--- src/rtl/swz6_pkg.sv ---
`timescale 1ns/1ps
package swz6_pkg;

    typedef enum logic [2:0] {
        SWZ_NONE     = 3'd0,
        SWZ_B9       = 3'd1,
        SWZ_B9_10    = 3'd2,
        SWZ_B9_11    = 3'd3,
        SWZ_B9_10_11 = 3'd4,
        SWZ_B9_17    = 3'd5,
        SWZ_B9_10_17 = 3'd6,
        SWZ_RSVD     = 3'd7
    } swz_mode_e;

    typedef enum logic [2:0] {
        FX_IDLE  = 3'd0,
        FX_RD_LO = 3'd1,
        FX_RD_HI = 3'd2,
        FX_WR_LO = 3'd3,
        FX_WR_HI = 3'd4,
        FX_DONE  = 3'd5
    } fx_state_e;

    // Fold of the mode-selected higher bits into one flip bit for bit 6.
    function automatic logic swz_flip(input logic [2:0] mode,
                                      input logic b9, input logic b10,
                                      input logic b11, input logic b17);
        logic f;
        case (swz_mode_e'(mode))
            SWZ_B9:       f = b9;
            SWZ_B9_10:    f = b9 ^ b10;
            SWZ_B9_11:    f = b9 ^ b11;
            SWZ_B9_10_11: f = b9 ^ b10 ^ b11;
            SWZ_B9_17:    f = b9 ^ b17;
            SWZ_B9_10_17: f = b9 ^ b10 ^ b17;
            default:      f = 1'b0;
        endcase
        return f;
    endfunction

endpackage

--- src/rtl/swz6_addr_map.sv ---
`timescale 1ns/1ps
module swz6_addr_map
    import swz6_pkg::*;
#(
    parameter int ADDR_W = 32
) (
    input  logic              clk,
    input  logic              rst_n,
    input  logic              in_vld,
    input  logic [ADDR_W-1:0] in_addr,
    input  logic              in_is_y,
    input  logic [2:0]        mode_x,
    input  logic [2:0]        mode_y,
    output logic              out_vld,
    output logic [ADDR_W-1:0] out_addr
);

    typedef struct packed {
        logic              vld;
        logic [ADDR_W-1:0] addr;
    } am_st_t;

    am_st_t st_d, st_q;
    logic [2:0] sel_mode;
    logic       flip;

    always_comb begin
        sel_mode = in_is_y ? mode_y : mode_x;
        flip     = swz_flip(sel_mode, in_addr[9], in_addr[10], in_addr[11], in_addr[17]);
        st_d     = st_q;
        st_d.vld = in_vld;
        if (in_vld) begin
            st_d.addr    = in_addr;
            st_d.addr[6] = in_addr[6] ^ flip;
        end
    end

    always_ff @(posedge clk) begin
        if (!rst_n) st_q <= '0;
        else        st_q <= st_d;
    end

    assign out_vld  = st_q.vld;
    assign out_addr = st_q.addr;

endmodule

--- src/rtl/swz6_b17_rec.sv ---
`timescale 1ns/1ps
module swz6_b17_rec #(
    parameter int PAGES = 16,
    localparam int IDX_W = (PAGES > 1) ? $clog2(PAGES) : 1
) (
    input  logic             clk,
    input  logic             rst_n,
    input  logic             sav_vld,
    input  logic [IDX_W-1:0] sav_idx,
    input  logic             sav_bit,
    input  logic [IDX_W-1:0] rd_idx,
    output logic             rd_bit
);

    typedef struct packed {
        logic [PAGES-1:0] bits;
    } rec_st_t;

    rec_st_t st_d, st_q;

    always_comb begin
        st_d = st_q;
        if (sav_vld && (32'(sav_idx) < PAGES))
            st_d.bits[sav_idx] = sav_bit;
    end

    always_ff @(posedge clk) begin
        if (!rst_n) st_q <= '0;
        else        st_q <= st_d;
    end

    // Read the registered value: a save in this cycle is not yet visible.
    assign rd_bit = (32'(rd_idx) < PAGES) ? st_q.bits[rd_idx] : 1'b0;

endmodule

--- src/rtl/swz6_page_fix.sv ---
`timescale 1ns/1ps
module swz6_page_fix
    import swz6_pkg::*;
#(
    parameter int DATA_W     = 512,
    parameter int PAGE_BYTES = 4096,
    localparam int CHUNKS    = PAGE_BYTES / (DATA_W / 8),
    localparam int GROUPS    = CHUNKS / 2,
    localparam int CHUNK_AW  = $clog2(CHUNKS),
    localparam int GRP_W     = CHUNK_AW - 1
) (
    input  logic                clk,
    input  logic                rst_n,
    input  logic                start,
    input  logic                cur_b17,
    input  logic                rec_b17,
    output logic                busy,
    output logic                done,
    output logic                dirty,
    output logic                mem_rd,
    output logic                mem_we,
    output logic [CHUNK_AW-1:0] mem_addr,
    output logic [DATA_W-1:0]   mem_wdata,
    input  logic [DATA_W-1:0]   mem_rdata
);

    localparam logic [GRP_W-1:0] LAST_GRP = GRP_W'(GROUPS - 1);

    typedef struct packed {
        fx_state_e         state;
        logic [GRP_W-1:0]  grp;
        logic [DATA_W-1:0] lo_data;
        logic              dirty;
    } fx_st_t;

    fx_st_t st_d, st_q;

    always_comb begin
        st_d = st_q;
        unique case (st_q.state)
            FX_IDLE: begin
                if (start) begin
                    st_d.grp   = '0;
                    st_d.dirty = cur_b17 ^ rec_b17;
                    st_d.state = (cur_b17 ^ rec_b17) ? FX_RD_LO : FX_DONE;
                end
            end
            FX_RD_LO: st_d.state = FX_RD_HI;
            FX_RD_HI: begin
                // Low chunk returns now (read issued last beat).
                st_d.lo_data = mem_rdata;
                st_d.state   = FX_WR_LO;
            end
            FX_WR_LO: st_d.state = FX_WR_HI;
            FX_WR_HI: begin
                if (st_q.grp == LAST_GRP) begin
                    st_d.state = FX_DONE;
                end else begin
                    st_d.grp   = st_q.grp + 1'b1;
                    st_d.state = FX_RD_LO;
                end
            end
            FX_DONE:  st_d.state = FX_IDLE;
            default:  st_d.state = FX_IDLE;
        endcase
    end

    always_ff @(posedge clk) begin
        if (!rst_n) st_q <= '{state: FX_IDLE, grp: '0, lo_data: '0, dirty: 1'b0};
        else        st_q <= st_d;
    end

    always_comb begin
        mem_rd    = (st_q.state == FX_RD_LO) || (st_q.state == FX_RD_HI);
        mem_we    = (st_q.state == FX_WR_LO) || (st_q.state == FX_WR_HI);
        mem_addr  = {st_q.grp, (st_q.state == FX_RD_HI) || (st_q.state == FX_WR_HI)};
        // High chunk arrives during WR_LO and goes straight to the low slot.
        mem_wdata = (st_q.state == FX_WR_LO) ? mem_rdata : st_q.lo_data;
    end

    assign busy  = (st_q.state != FX_IDLE);
    assign done  = (st_q.state == FX_DONE);
    assign dirty = st_q.dirty;

endmodule

--- src/rtl/swz6_unit.sv ---
`timescale 1ns/1ps
module swz6_unit #(
    parameter int ADDR_W     = 32,
    parameter int DATA_W     = 512,
    parameter int PAGE_BYTES = 4096,
    parameter int PAGES      = 16,
    localparam int IDX_W     = (PAGES > 1) ? $clog2(PAGES) : 1,
    localparam int CHUNK_AW  = $clog2(PAGE_BYTES / (DATA_W / 8))
) (
    input  logic                clk,
    input  logic                rst_n,
    input  logic                ax_vld,
    input  logic [ADDR_W-1:0]   ax_addr,
    input  logic                ax_is_y,
    input  logic [2:0]          cfg_mode_x,
    input  logic [2:0]          cfg_mode_y,
    output logic                ax_out_vld,
    output logic [ADDR_W-1:0]   ax_out_addr,
    input  logic                sav_vld,
    input  logic [IDX_W-1:0]    sav_idx,
    input  logic                sav_b17,
    input  logic                fix_start,
    input  logic [IDX_W-1:0]    fix_idx,
    input  logic                fix_b17,
    output logic                fix_busy,
    output logic                fix_done,
    output logic                fix_dirty,
    output logic                buf_rd,
    output logic                buf_we,
    output logic [CHUNK_AW-1:0] buf_addr,
    output logic [DATA_W-1:0]   buf_wdata,
    input  logic [DATA_W-1:0]   buf_rdata
);

    logic rec_bit;

    swz6_addr_map #(.ADDR_W(ADDR_W)) u_map (
        .clk      (clk),
        .rst_n    (rst_n),
        .in_vld   (ax_vld),
        .in_addr  (ax_addr),
        .in_is_y  (ax_is_y),
        .mode_x   (cfg_mode_x),
        .mode_y   (cfg_mode_y),
        .out_vld  (ax_out_vld),
        .out_addr (ax_out_addr)
    );

    swz6_b17_rec #(.PAGES(PAGES)) u_rec (
        .clk     (clk),
        .rst_n   (rst_n),
        .sav_vld (sav_vld),
        .sav_idx (sav_idx),
        .sav_bit (sav_b17),
        .rd_idx  (fix_idx),
        .rd_bit  (rec_bit)
    );

    swz6_page_fix #(.DATA_W(DATA_W), .PAGE_BYTES(PAGE_BYTES)) u_fix (
        .clk       (clk),
        .rst_n     (rst_n),
        .start     (fix_start),
        .cur_b17   (fix_b17),
        .rec_b17   (rec_bit),
        .busy      (fix_busy),
        .done      (fix_done),
        .dirty     (fix_dirty),
        .mem_rd    (buf_rd),
        .mem_we    (buf_we),
        .mem_addr  (buf_addr),
        .mem_wdata (buf_wdata),
        .mem_rdata (buf_rdata)
    );

endmodule

--- config.mk ---
export PLATFORM = sky130hd
export DESIGN_NAME = swz6_unit
export DESIGN_NICKNAME = d
export VERILOG_FILES = /design/src/rtl/swz6_pkg.sv /design/src/rtl/swz6_addr_map.sv /design/src/rtl/swz6_b17_rec.sv /design/src/rtl/swz6_page_fix.sv /design/src/rtl/swz6_unit.sv
export SDC_FILE = /design/constraint.sdc
export NUM_CORES = 1
export LEC_CHECK = 0
export ABC_AREA = 1
export BUFFER_PORTS_ARGS = -buffer_cell sky130_fd_sc_hd__buf_2
export CAP_MARGIN = 15
export CORE_AREA = 2 2 433 435
export CTS_CLUSTER_SIZE = 16
export DETAILED_ROUTE_END_ITERATION = 10
export DIE_AREA = 0 0 435 437
export PLACE_DENSITY = 0.36
export SYNTH_ARGS = -nofsm -noshare
export SYNTH_HDL_FRONTEND = slang
export SYNTH_HIERARCHICAL = 1
export SYNTH_SLANG_ARGS = --single-unit
--- constraint.sdc ---
create_clock -name clk -period 1.35 [get_ports clk]
set_input_delay 0.0675 -clock clk [delete_from_list [all_inputs] [get_ports clk]]
set_output_delay 0.0675 -clock clk [all_outputs]
set_load 0.02 [all_outputs]
* Word level (Yosys, flattened, before mapping)
Cells that the tools add are included.
** Storage, ports and cells
- Flip-flop bits (word level) :: 570
- Input bits :: 566
- Output and inout port bits :: 556
- Logic and storage cells :: 55
** Operators by class
- $add $sub $neg :: 1
- Order comparisons :: 3
- Equality and inequality tests :: 14
- Mux-type cells :: 14
- Bitwise logic cells :: 7
- Reduce and logical (&&, ||, !) cells :: 9
** Operator list (count)
- 512-bit two-way mux :: 1
- 16-bit bitwise mux :: 1
- 3-bit == test (second input constant) :: 5
- 3-bit case mux with 5 select lines :: 1
- 3-bit by 2-bit == test with 1-bit output (second input constant) :: 4
- 4-bit by 5-bit < comparator with 1-bit output (second input constant) :: 2
- 5-bit case mux with 2 select lines :: 1
- 3-bit two-way mux :: 3
- 8-bit two-way mux :: 1
- 1-bit XOR :: 7
- 3-bit by 1-bit == test with 1-bit output (second input constant) :: 2
- 1-bit case mux with 6 select lines :: 1
- 5-bit by 1-bit adder with 5-bit output (second input constant) :: 1
- 5-bit == test (second input constant) :: 1
- 5-bit two-way mux :: 1
- 1-bit binary-select mux with 4-bit select :: 1
- 1-bit demux with 4-bit select :: 1
- 4-bit by 1-bit >= comparator with 1-bit output (second input constant) :: 1
- 2-bit != test (second input constant) :: 2
- 3-bit zero test :: 1
- 1-bit logical OR :: 3
- 3-bit AND reduction :: 1
- 3-bit nonzero test :: 1
- 1-bit two-way mux :: 2
- other kinds (3) :: 3

* Logic depth before layout (Yosys ltp)
- Depth in word-level cells :: 6
- Mapped depth :: 12
- Gate-level depth less buffers :: 12

* By module
The synthesis kept the hierarchy.
** Modules (own cells, without submodules)
- swz6_page_fix :: instances 1, cells each 3445, area an instance 23615.1 um^2, sequential area each 10430.0 um^2
- swz6_addr_map :: instances 1, cells each 185, area an instance 1301.2 um^2, sequential area each 660.6 um^2
- swz6_b17_rec :: instances 1, cells each 146, area an instance 928.4 um^2, sequential area each 320.3 um^2

* Least setup slack after synthesis
Ideal clock, no wire load.
- Kind :: register to output
- Start point :: register u_fix/st_q[519] (netlist bit)
- End point :: output port buf_wdata[312]
- Arrival :: 1427 ps
- Required time :: 1283 ps
- Path slack :: -144 ps
- Stages on the path, launching flop included :: 7
- Path buffers :: 4
- Cells stage by stage :: dfxtp_1 -> nand3_2 -> buf_6 -> buf_6 -> buf_4 -> clkbuf_4 -> a21oi_1
** On the way
- Longest elaborated chain between the ends :: 2
** Ends and longest elaborated chain
- from (decl) :: RTL line swz6_page_fix.sv:36 : fx_st_t st_d, st_q;
- from (signal assigned) :: RTL line swz6_page_fix.sv:69 : if (!rst_n) st_q <= '{state: FX_IDLE, grp: '0, lo_data: '0, dirty: 1'b0};
- from (signal assigned) :: RTL line swz6_page_fix.sv:70 : else st_q <= st_d;
- 3-bit by 2-bit == test with 1-bit output :: RTL line swz6_page_fix.sv:78 : mem_wdata = (st_q.state == FX_WR_LO) ? mem_rdata : st_q.lo_data;
- 512-bit two-way mux :: RTL line swz6_page_fix.sv:78
- to (decl) :: RTL line swz6_unit.sv:31 : output logic [DATA_W-1:0] buf_wdata,
No other way between the ends.

* Worst setup path after layout
- Start point :: register u_fix/st_q[520] (netlist bit)
- End point :: output port buf_wdata[256]
The elaborated chain is that of the path after synthesis.

==> results.py <==
metrics = {
    "clock_network": {
        "h-tree-depth": 3,
        "clock-sinks": 570,
        "cts_tree": "done",
        "cts_max_path_buffers": 3,
        "clkLatencyLatePin_ps": 700,
        "cts_buffers": 80,
        "cts-root-buf": "clkbuf_16",
        "clkTransAtPathRegs_ps": 60,
    },
    "power_and_ir_drop": {
        "p_leak_nw": 20.8,
        "irDropWorstVdd_mv": 0.987,
        "p_per_area_mw_per_mm2": 1840,
    },
    "place": {
        "place_congestion": 0.901,
        "portBuffers": 1121,
        "dpl.hpwl_mm": 111,
        "dp_cells": 7275,
        "dpl_cell_area_mm2": 0.0368,
    },
    "outcome": {
        "status": "finished with violations",
        "violations": "negative setup slack",
    },
    "timing": {
        "fin_crit_ps": 2370,
        "finalHoldViolCount": 0,
        "rsz0062_at_grt": "yes",
        "worst_slew_pin_slew_ps": 593,
        "timing.fmax_ghz": 0.422,
        "relSlewSlack": 0.603,
        "slew_viol_final": 0,
        "skew_ps": 29.7,
        "setup_viol": 1074,
        "setup_ws_ps": -1020,
        "period_share": 1.75,
    },
    "final_layout": {
        "final_area_mm2": 0.0481,
        "layout.cells.non_filler": 8116,
        "layout-drive-gt1-share": 0.342,
        "area_growth_pct": 86.2,
        "finalNetCount": 6117,
    },
    "setup_path": {
        "path_max_fanout": 9,
        "r2r-end": "u_fix/st_q[446]",
        "reg2reg_depth": 9,
        "cp-end-kind": "primary output",
        "reg2reg_slack_ps": -450,
        "cp-start-kind": "flop",
        "arrival_ps": 2300,
        "worst_ep_required_time_ps": 1280,
        "startpoint": "u_fix/st_q[520]",
        "r2r_start": "u_fix/st_q[520]",
        "critical_path_class": "reg2out",
    },
    "die": {
        "die_w_um": 435,
        "floorplan.rows": 158,
        "core_area_mm2": 0.185,
        "fp.dieArea_mm2": 0.190,
        "dieHeight_um": 437,
        "start_util": 0.140,
        "io_pins": 1122,
    },
    "min_path": {
        "hp-start": "cfg_mode_x[2]",
        "holdPathEnd": "u_map/out_addr[6]",
        "worstHoldPathCells": 9,
        "min_path_type": "in2reg",
    },
    "synth": {
        "synth_adder_area_share": 0.000968,
        "yosysTopAreaCell": "dfxtp_1",
        "synth.area.top_cells": "dfxtp_1 (44%), a21oi_1 (20%), o21ai_0 (11%)",
        "synth_mux_area_frac": 0,
        "synth-seq-cells": 570,
        "synth_edf_count": 0,
        "synthDominantCellAreaShare": 0.442,
        "syn-cell-area_mm2": 0.0258,
        "yosysUniqueCellTypes": 28,
        "syn_avg_cell_area_um2": 6.84,
        "synthArstFlopShare": 0,
        "synthXorXnorAreaFrac": 0.000339,
        "synthFlopType": "dfxtp_1",
        "synthSimpleGateAreaFrac": 0.113,
        "synth_top_family_by_area": "compound AO/OA/AOI/OAI gates",
        "synth_fp_nets": 4344,
        "yosys_warnings": 6,
        "ys_seq_area_frac": 0.442,
        "synth_compound_area_frac": 0.309,
        "postSynthCellCount": 3776,
    },
    "global_routing": {
        "overflow": 0,
        "grt_pass1_wl_mm": 211,
        "antenna_found_initial": 51,
        "grt_pass1_vias": 30600,
        "grt_util_all_layers": 0.149,
        "grt_max_degree": 80,
    },
    "routing": {
        "drcViolationCount": 0,
        "num_vias": 31500,
        "drtPass1Iterations": 5,
        "drtIter0Drc": 1725,
        "wl_per_cell_um": 18.3,
        "wirelength_mm": 148,
        "ant_nets": 0,
        "drt-vias-per-instance": 3.88,
    },
    "flow_run": {
        "maxCapViolations": 0,
    },
}
## Yosys cell counts, types with 7 or more instances
cell type / instances
buf_2: 141
inv_2: 7
clkbuf_1: 138
buf_1: 8
o21ai_1: 14
a21oi_1: 1034
o21ai_0: 546
inv_1: 552
nand3_2: 7
nand2_1: 71
dfxtp_1: 570
nand3_1: 24
nor2_1: 617
nor3_1: 12
buf_4: 11
## cells by family after synthesis
kind of cell / Yosys count
AOI/OAI and AO/OA: 1595
adders and majority gates: 2
xor gates and xnor gates: 1
and+or+nand+nor: 744
buffers and inverters: 864
DFF: 570
## how the worst max path moves through the flow
stage / cells after the start / slack [ps] / to
after floorplan: 7 / -140 / buf_wdata[284]
after global placement: 8 / -540 / buf_wdata[340]
after detailed placement: 8 / -530 / buf_wdata[340]
after CTS: 8 / -1100 / buf_wdata[335]
after global routing: 8 / -1150 / buf_wdata[333]
final: 8 / -1020 / buf_wdata[256]
## cell usage in the layout, fill, tap and decap left out, drive strengths merged, types with 14 or more instances in the layout
cell / count
dfxtp: 570
clkbuf: 133
a21oi: 1034
dlygate4sd3: 624
buf: 1363
nand2: 74
o21ai: 560
nor2: 621
inv: 564
nand3: 31
diode: 23
nor3: 14
## worst max-delay path: stages, from the launching register on
cell and delay, ps:
dfxtp_2 320, inv_2 70, nand3_4 130, buf_12 190, buf_12 150, buf_16 140, buf_4 150, a21oi_2 220
buf_4 180
## power breakdown
part,switching [mW],leakage (nW),total [mW],internal (mW)
Clock,8.92,1.31,21.7,12.7
Sequential,1.10,4.65,22.5,21.4
Combinational,27.4,14.9,44.4,17.0
Total,37.4,20.8,88.6,51.2
## sequential cells by signal, indices dropped and copies added (netlist names)
name and count:
u_fix/mem_addr 5, u_fix/st_q 515, u_fix/dirty 1, u_map/out_addr 32, u_rec/st_q 16, u_map/out_vld 1
## through the flow
stage                     TNS (ps)   util  setup WS [ps]  hold slack (ps)  total power, mW
after floorplan             -27080      -           -143              202             45.8
after global placement     -183900  0.199           -540              291             61.7
after detailed placement   -196850  0.199           -531              296             61.9
after CTS                  -681730  0.255          -1100             5.29             88.6
after global routing       -733980  0.260          -1150              115             93.8
final                      -608500  0.260          -1020              109             88.6
## layer usage
metal / global-route usage / wire [µm] / part of all wire
met1: 0.180 / 62700 / 0.42
met2: 0.252 / 71800 / 0.48
met3: 0.0396 / 9550 / 0.064
met4: 0.0523 / 4360 / 0.029
met5: 0 / 0 / 0
## timing repair
action                                 4_1_cts  5_1_grt
hold buffers                               626        0
gates cloned                                13        4
endpoints found under the hold margin      570        0
setup endpoints to repair                 1072     1085
buffers inserted                            23        6
pin swaps                                   21       13
resized for setup                          267      203
## final cells by class
cell class,count,area (µm²)
flip-flops and latches,570,11400
well taps,2480,3100
repair buffers,1995,16100
multi-input cells,2342,12700
inverters,560,2100
diodes,23,57.6
fillers,20500,137000
clock buffers,127,2460
clock inverters,19,196
(Power assumes the default switching activity.)
